$ cat src/rtl/speed_iter_timer_pkg.sv
package speed_iter_timer_pkg;

    typedef enum logic [1:0] {
        ST_IDLE    = 2'd0,
        ST_ONESHOT = 2'd1,
        ST_CONT    = 2'd2
    } timer_state_e;

endpackage

$ cat src/rtl/iter_prescaler.sv
module iter_prescaler #(
    parameter int PRESCALE_W = 11,
    parameter int SLOW_DIV   = 10
) (
    input  logic clk,
    input  logic rst_n,
    input  logic clear,
    input  logic run,
    input  logic speed_10m,
    input  logic mii_ce,
    output logic tick
);
    localparam int DIV_W = (SLOW_DIV > 1) ? $clog2(SLOW_DIV) : 1;
    localparam logic [PRESCALE_W-1:0] PRE_LAST = '1;

    logic                  step;
    logic [PRESCALE_W-1:0] pre_q;

    generate
        if (SLOW_DIV > 1) begin : g_div
            localparam logic [DIV_W-1:0] DIV_LAST = DIV_W'(SLOW_DIV - 1);
            logic [DIV_W-1:0] div_q;

            always_ff @(posedge clk) begin
                if (!rst_n) begin
                    div_q <= '0;
                end else if (clear || !run || !speed_10m) begin
                    div_q <= '0;
                end else if (mii_ce) begin
                    div_q <= (div_q == DIV_LAST) ? '0 : div_q + 1'b1;
                end
            end

            assign step = mii_ce && (!speed_10m || (div_q == DIV_LAST));

            // at low speed an iteration tick only lands on the last slot of the divider
            assert_slow_tick_R4: assert property (@(posedge clk) disable iff (!rst_n)
                (tick && speed_10m) |-> (div_q == DIV_LAST));
        end else begin : g_nodiv
            assign step = mii_ce;
        end
    endgenerate

    always_ff @(posedge clk) begin
        if (!rst_n) begin
            pre_q <= '0;
        end else if (clear || !run) begin
            pre_q <= '0;
        end else if (step) begin
            pre_q <= pre_q + 1'b1;
        end
    end

    assign tick = run && !clear && step && (pre_q == PRE_LAST);

    assert_tick_needs_ce_R3: assert property (@(posedge clk) disable iff (!rst_n)
        tick |-> (mii_ce && run));

    assert_tick_spacing_R3: assert property (@(posedge clk) disable iff (!rst_n)
        tick |=> !tick);

endmodule

$ cat src/rtl/iter_ctrl.sv
module iter_ctrl
    import speed_iter_timer_pkg::*;
#(
    parameter int COUNT_W = 16
) (
    input  logic               clk,
    input  logic               rst_n,
    input  logic               value_wr,
    input  logic [COUNT_W-1:0] value_data,
    input  logic               mode_cont,
    input  logic               tick,
    output logic               running,
    output logic               expire,
    output logic [COUNT_W-1:0] count
);
    localparam logic [COUNT_W-1:0] ONE = COUNT_W'(1);

    timer_state_e       state_q, state_d;
    logic [COUNT_W-1:0] reload_q;
    logic               write_zero;
    logic               last_tick;

    assign write_zero = (value_data == '0);
    assign last_tick  = tick && (count == ONE);
    assign running    = (state_q != ST_IDLE);

    // next-state logic
    always_comb begin
        state_d = state_q;
        if (value_wr) begin
            if (write_zero)     state_d = ST_IDLE;
            else if (mode_cont) state_d = ST_CONT;
            else                state_d = ST_ONESHOT;
        end else begin
            unique case (state_q)
                ST_IDLE:    state_d = ST_IDLE;
                ST_ONESHOT: if (last_tick) state_d = ST_IDLE;
                ST_CONT:    state_d = ST_CONT;
                default:    state_d = ST_IDLE;
            endcase
        end
    end

    // state register
    always_ff @(posedge clk) begin
        if (!rst_n) state_q <= ST_IDLE;
        else        state_q <= state_d;
    end

    // outputs: count, reload value, expiry pulse
    always_ff @(posedge clk) begin
        if (!rst_n) begin
            count    <= '0;
            reload_q <= '0;
            expire   <= 1'b0;
        end else begin
            expire <= 1'b0;
            if (value_wr) begin
                count    <= value_data;
                reload_q <= value_data;
            end else begin
                unique case (state_q)
                    ST_IDLE: ;
                    ST_ONESHOT: begin
                        if (tick) begin
                            count  <= count - 1'b1;
                            expire <= last_tick;
                        end
                    end
                    ST_CONT: begin
                        if (tick) begin
                            count  <= last_tick ? reload_q : count - 1'b1;
                            expire <= last_tick;
                        end
                    end
                    default: ;
                endcase
            end
        end
    end

    assert_load_R2: assert property (@(posedge clk) disable iff (!rst_n)
        (value_wr && !write_zero) |=> (count == $past(value_data)) && running && !expire);

    assert_zero_write_R10: assert property (@(posedge clk) disable iff (!rst_n)
        (value_wr && write_zero) |=> (count == '0) && !running && !expire);

    assert_hold_R5: assert property (@(posedge clk) disable iff (!rst_n)
        (running && !value_wr && !tick) |=> $stable(count) && !expire);

    assert_step_R5: assert property (@(posedge clk) disable iff (!rst_n)
        (running && !value_wr && tick && (count > ONE)) |=> (count == $past(count) - 1'b1) && !expire);

    assert_oneshot_end_R7: assert property (@(posedge clk) disable iff (!rst_n)
        ((state_q == ST_ONESHOT) && !value_wr && last_tick) |=> (count == '0) && expire && (state_q == ST_IDLE));

    assert_idle_quiet_R7: assert property (@(posedge clk) disable iff (!rst_n)
        ((state_q == ST_IDLE) && !value_wr) |=> $stable(count) && (state_q == ST_IDLE));

    assert_reload_R8: assert property (@(posedge clk) disable iff (!rst_n)
        ((state_q == ST_CONT) && !value_wr && last_tick) |=> (count == reload_q) && expire && (state_q == ST_CONT));

endmodule

$ cat src/rtl/speed_iter_timer.sv
module speed_iter_timer #(
    parameter int COUNT_W    = 16,
    parameter int PRESCALE_W = 11,
    parameter int SLOW_DIV   = 10
) (
    input  logic               clk,
    input  logic               rst_n,
    input  logic               speed_10m,
    input  logic               mii_ce,
    input  logic               mode_wr,
    input  logic               mode_cont,
    input  logic               value_wr,
    input  logic [COUNT_W-1:0] value_data,
    output logic               expire_pulse,
    output logic [COUNT_W-1:0] remain
);
    logic mode_q;
    logic tick;
    logic running;

    // mode bit is held here; a value write samples the value held before its own cycle
    always_ff @(posedge clk) begin
        if (!rst_n)       mode_q <= 1'b0;
        else if (mode_wr) mode_q <= mode_cont;
    end

    iter_prescaler #(
        .PRESCALE_W (PRESCALE_W),
        .SLOW_DIV   (SLOW_DIV)
    ) u_prescaler (
        .clk       (clk),
        .rst_n     (rst_n),
        .clear     (value_wr),
        .run       (running),
        .speed_10m (speed_10m),
        .mii_ce    (mii_ce),
        .tick      (tick)
    );

    iter_ctrl #(
        .COUNT_W (COUNT_W)
    ) u_ctrl (
        .clk        (clk),
        .rst_n      (rst_n),
        .value_wr   (value_wr),
        .value_data (value_data),
        .mode_cont  (mode_q),
        .tick       (tick),
        .running    (running),
        .expire     (expire_pulse),
        .count      (remain)
    );

    assert_single_pulse_R6: assert property (@(posedge clk) disable iff (!rst_n)
        expire_pulse |=> !expire_pulse);

    assert_pulse_at_zero_or_reload_R6: assert property (@(posedge clk) disable iff (!rst_n)
        (value_wr && !mode_q && (value_data != '0)) |=> !expire_pulse);

endmodule

$ cat config.mk
export PLATFORM = sky130hd
export DESIGN_NAME = speed_iter_timer
export DESIGN_NICKNAME = d
export VERILOG_FILES = /design/src/rtl/speed_iter_timer_pkg.sv /design/src/rtl/iter_prescaler.sv /design/src/rtl/iter_ctrl.sv /design/src/rtl/speed_iter_timer.sv
export SDC_FILE = /design/constraint.sdc
export NUM_CORES = 1
export LEC_CHECK = 0
export BUFFER_PORTS_ARGS = -buffer_cell sky130_fd_sc_hd__buf_2
export CORE_ASPECT_RATIO = 0.9
export CORE_MARGIN = 3
export CORE_UTILIZATION = 45
export CTS_BUF_LIST = sky130_fd_sc_hd__clkbuf_4 sky130_fd_sc_hd__clkbuf_8 sky130_fd_sc_hd__clkbuf_16
export CTS_CLUSTER_DIAMETER = 80
export DETAILED_ROUTE_END_ITERATION = 10
export PLACE_DENSITY = 0.74
export SETUP_SLACK_MARGIN = 0.05
export SLEW_MARGIN = 20
export SYNTH_ARGS = -nofsm -noshare
export SYNTH_HDL_FRONTEND = slang
export SYNTH_HIERARCHICAL = 1
export SYNTH_SLANG_ARGS = --single-unit
$ cat constraint.sdc
create_clock -name clk -period 2.8 [get_ports clk]
set_input_delay 0 -clock clk [delete_from_list [all_inputs] [get_ports clk]]
set_output_delay 0 -clock clk [all_outputs]
set_load 0.01 [all_outputs]
==> results_dict.tcl <==
set metrics [dict create \
    outcome "finished, violations left" \
    violations "negative hold slack" \
    maxSlewHeadroom 0.613 \
    synth-edff-count 0 \
    drive_gt1_frac 0.175 \
    grt.total_usage 0.204 \
    viasPerCell 5.77 \
    crit_path_start_kind "flop" \
    yosys_warnings 6 \
    crit_type "flop to flop" \
    start_util 0.474 \
    die_height_um 80.1 \
    drt-pass1-iter-count 4 \
    synth-async-reset-ratio 0 \
    hold_depth 3 \
    crit_fanout 8 \
    yosysTopAreaCellShare 0.372 \
    hold_ws_ps -1.06 \
    avgSynthCellArea_um2 8.71 \
    nets 389 \
    antenna_cells 0 \
    cts_setup_buffers 0 \
    crit_start "u_prescaler/pre_q[0]" \
    syn_nets 344 \
    synth-seq-cells 51 \
    clock_sinks 51 \
    synth_cells 315 \
    hold_violations 1 \
    ys_seq_area_frac 0.372 \
    fp-row-count 26 \
    grt_start_max_net_pins 38 \
    drv_slew 0 \
    vdd_drop_max_mv 0.292 \
    dieArea_um2 7070 \
    rsz0062_at_grt "false" \
    cts_tree "done" \
    htreeDepth 2 \
    worstHoldStart "value_data[0]" \
    leakagePower_nw 1.24 \
    min_path_type "primary input to flop" \
    vias 2483 \
    reg2regPathDepth 8 \
    place_congestion 0.891 \
    fmaxAchievable_mhz 399 \
    synth_cell_type_count 52 \
    synth_flop_cell "dfxtp_1" \
    clkLatencyLatePin_ps 300 \
    dp_hpwl_um 4870 \
    fin_skew_ps 10.2 \
    wire_per_inst_um 16.0 \
    antenna_found_initial 0 \
    grt_pass1_wl_um 11400 \
    area_delta_synth_final_pct 17.0 \
    wl_um 6870 \
    clock_path_buffers 2 \
    overflow 0 \
    tightest_slew_ps 566 \
    ant_nets 0 \
    synthTopCellsByCount "dfxtp_1 (51), nand2_1 (26), nor2_1 (22), nor2b_1 (18), mux2i_1 (17)" \
    fin_tns_setup_ps 0 \
    io_pins 40 \
    ys_top_cells_by_area "dfxtp_1 (37%), mux2i_1 (6.2%), a22o_1 (4.8%)" \
    clk_root_buffer_cell "clkbuf_8" \
    coreArea_um2 5790 \
    setup_viol 0 \
    syn_area_um2 2740 \
    reg2reg_slack_ps 290 \
    yosysMostFrequentCell "dfxtp_1" \
    yosys.area.top_type "dfxtp_1" \
    drt-initial-drc-count 162 \
    drc_errors 0 \
    maxCapViolations 0 \
    cts_made_buffers 5 \
    timing.rr.start "u_prescaler/pre_q[0]" \
    power.density_nw_per_um2 482 \
    postLayoutCoreUtil 0.554 \
    timing.final.crit_share 0.895 \
    critPathRequiredTime_ps 3000 \
    io_buffers 39 \
    grt_pass1_vias 2331 \
    die_x_um 88.3 \
    clk_pin_slew_ps 100 \
    finalCriticalPeriod_ps 2510 \
    cp.arrival_ps 2710 \
    end_kind "flop" \
]
-- power breakdown --
part | total, mW | switching, mW | internal [mW]
combinational | 0.252 | 0.134 | 0.119
sequential | 0.790 | 0.0345 | 0.756
clock | 0.504 | 0.242 | 0.262
-- final timing paths --
check,to
worst max-delay path,u_ctrl/count[8]
worst min-delay path,u_ctrl/reload_q[0]
worst max register to register,u_ctrl/count[8]
worst min register to register,u_ctrl/reload_q[1]
-- per-layer routing --
layer	GRT usage	vias up	routed length, µm
li1	-	1235	-
met5	0	-	0
met2	0.310	68	3100
met4	0.0438	0	82
met3	0.0349	9	318
met1	0.300	1171	3360
-- repair_timing --
action | CTS | global route
endpoints found under the setup margin | 0 | 15
hold buffers | 10 | 0
gates resized for setup | 0 | 7
hold endpoints to repair | 9 | 0
-- worst max-delay path, stage by stage (launching register included) --
cell	delay, ps
dfxtp_1	430
ha_1	300
nand2_2	150
nor4_4	310
and3b_1	210
nand4_1	310
or2_4	410
o21ai_0	180
o21ai_1	80
-- layout make-up --
class                           count  area, µm²
Clock inverter                      2       37.5
Timing Repair Buffer               53        325
Multi-Input combinational cell    240       1640
Sequential cell                    51       1020
Fill cell                         560       2580
Tap cell                           70       87.6
Clock buffer                        5       68.8
Inverter                            9       33.8
-- sequential cells by signal, indices dropped and copies added, names as in the netlist --
name,count
u_ctrl/expire,1
u_prescaler/g_div.div_q,4
u_ctrl/reload_q,16
u_ctrl/state_q,2
u_ctrl/count,16
mode_q,1
u_prescaler/pre_q,11
-- logic make-up (layout without fill, tap and decap cells) --
group | Yosys count | in the layout | share of synthesized area
buf+inv | 24 | 69 | 0.0406
xor+xnor | 17 | 17 | 0.0543
compound gates | 76 | 76 | 0.193
fa+ha+maj | 6 | 6 | 0.0274
mux | 17 | 17 | 0.0620
simple gates | 124 | 124 | 0.251
flops | 51 | 51 | 0.372
-- placed cells by master, fill, tap and decap left out, types with 3 or more instances in the layout --
| master | netlist | final |
|---|---|---|
| dfxtp_1 | 51 | 51 |
| buf_2 | 2 | 39 |
| nand2_1 | 26 | 25 |
| nor2_1 | 22 | 21 |
| nor2b_1 | 18 | 18 |
| mux2i_1 | 17 | 17 |
| o21ai_0 | 15 | 15 |
| a22o_1 | 15 | 15 |
| xnor2_1 | 14 | 14 |
| a21oi_1 | 13 | 13 |
| dlygate4sd3_1 | 0 | 10 |
| nor3_1 | 10 | 10 |
| nand3_1 | 10 | 10 |
| inv_1 | 9 | 9 |
| nand4_1 | 8 | 8 |
| ha_1 | 6 | 6 |
| clkbuf_8 | 0 | 5 |
| nor4_1 | 6 | 5 |
| o21ai_1 | 5 | 5 |
| buf_4 | 1 | 4 |
| o31ai_1 | 4 | 4 |
| a211oi_1 | 4 | 4 |
| o211ai_1 | 4 | 4 |
| a31oi_1 | 3 | 3 |
| nand2b_1 | 3 | 3 |
| xor2_1 | 3 | 3 |
| or4_1 | 3 | 3 |
-- metrics by stage --
step	instances	worst slack (ps)	total power, mW	hold slack (ps)	cell area, µm²
floorplan	315	564	0.967	128	2740
CTS	430	153	1.55	1.67	3190
global route	430	70.5	1.62	8.19	3210
detailed placement	413	170	1.04	264	2980
global placement	413	291	1.04	265	2980
finish	430	294	1.55	-1.06	3210
Power figures use the tool's default switching activity.
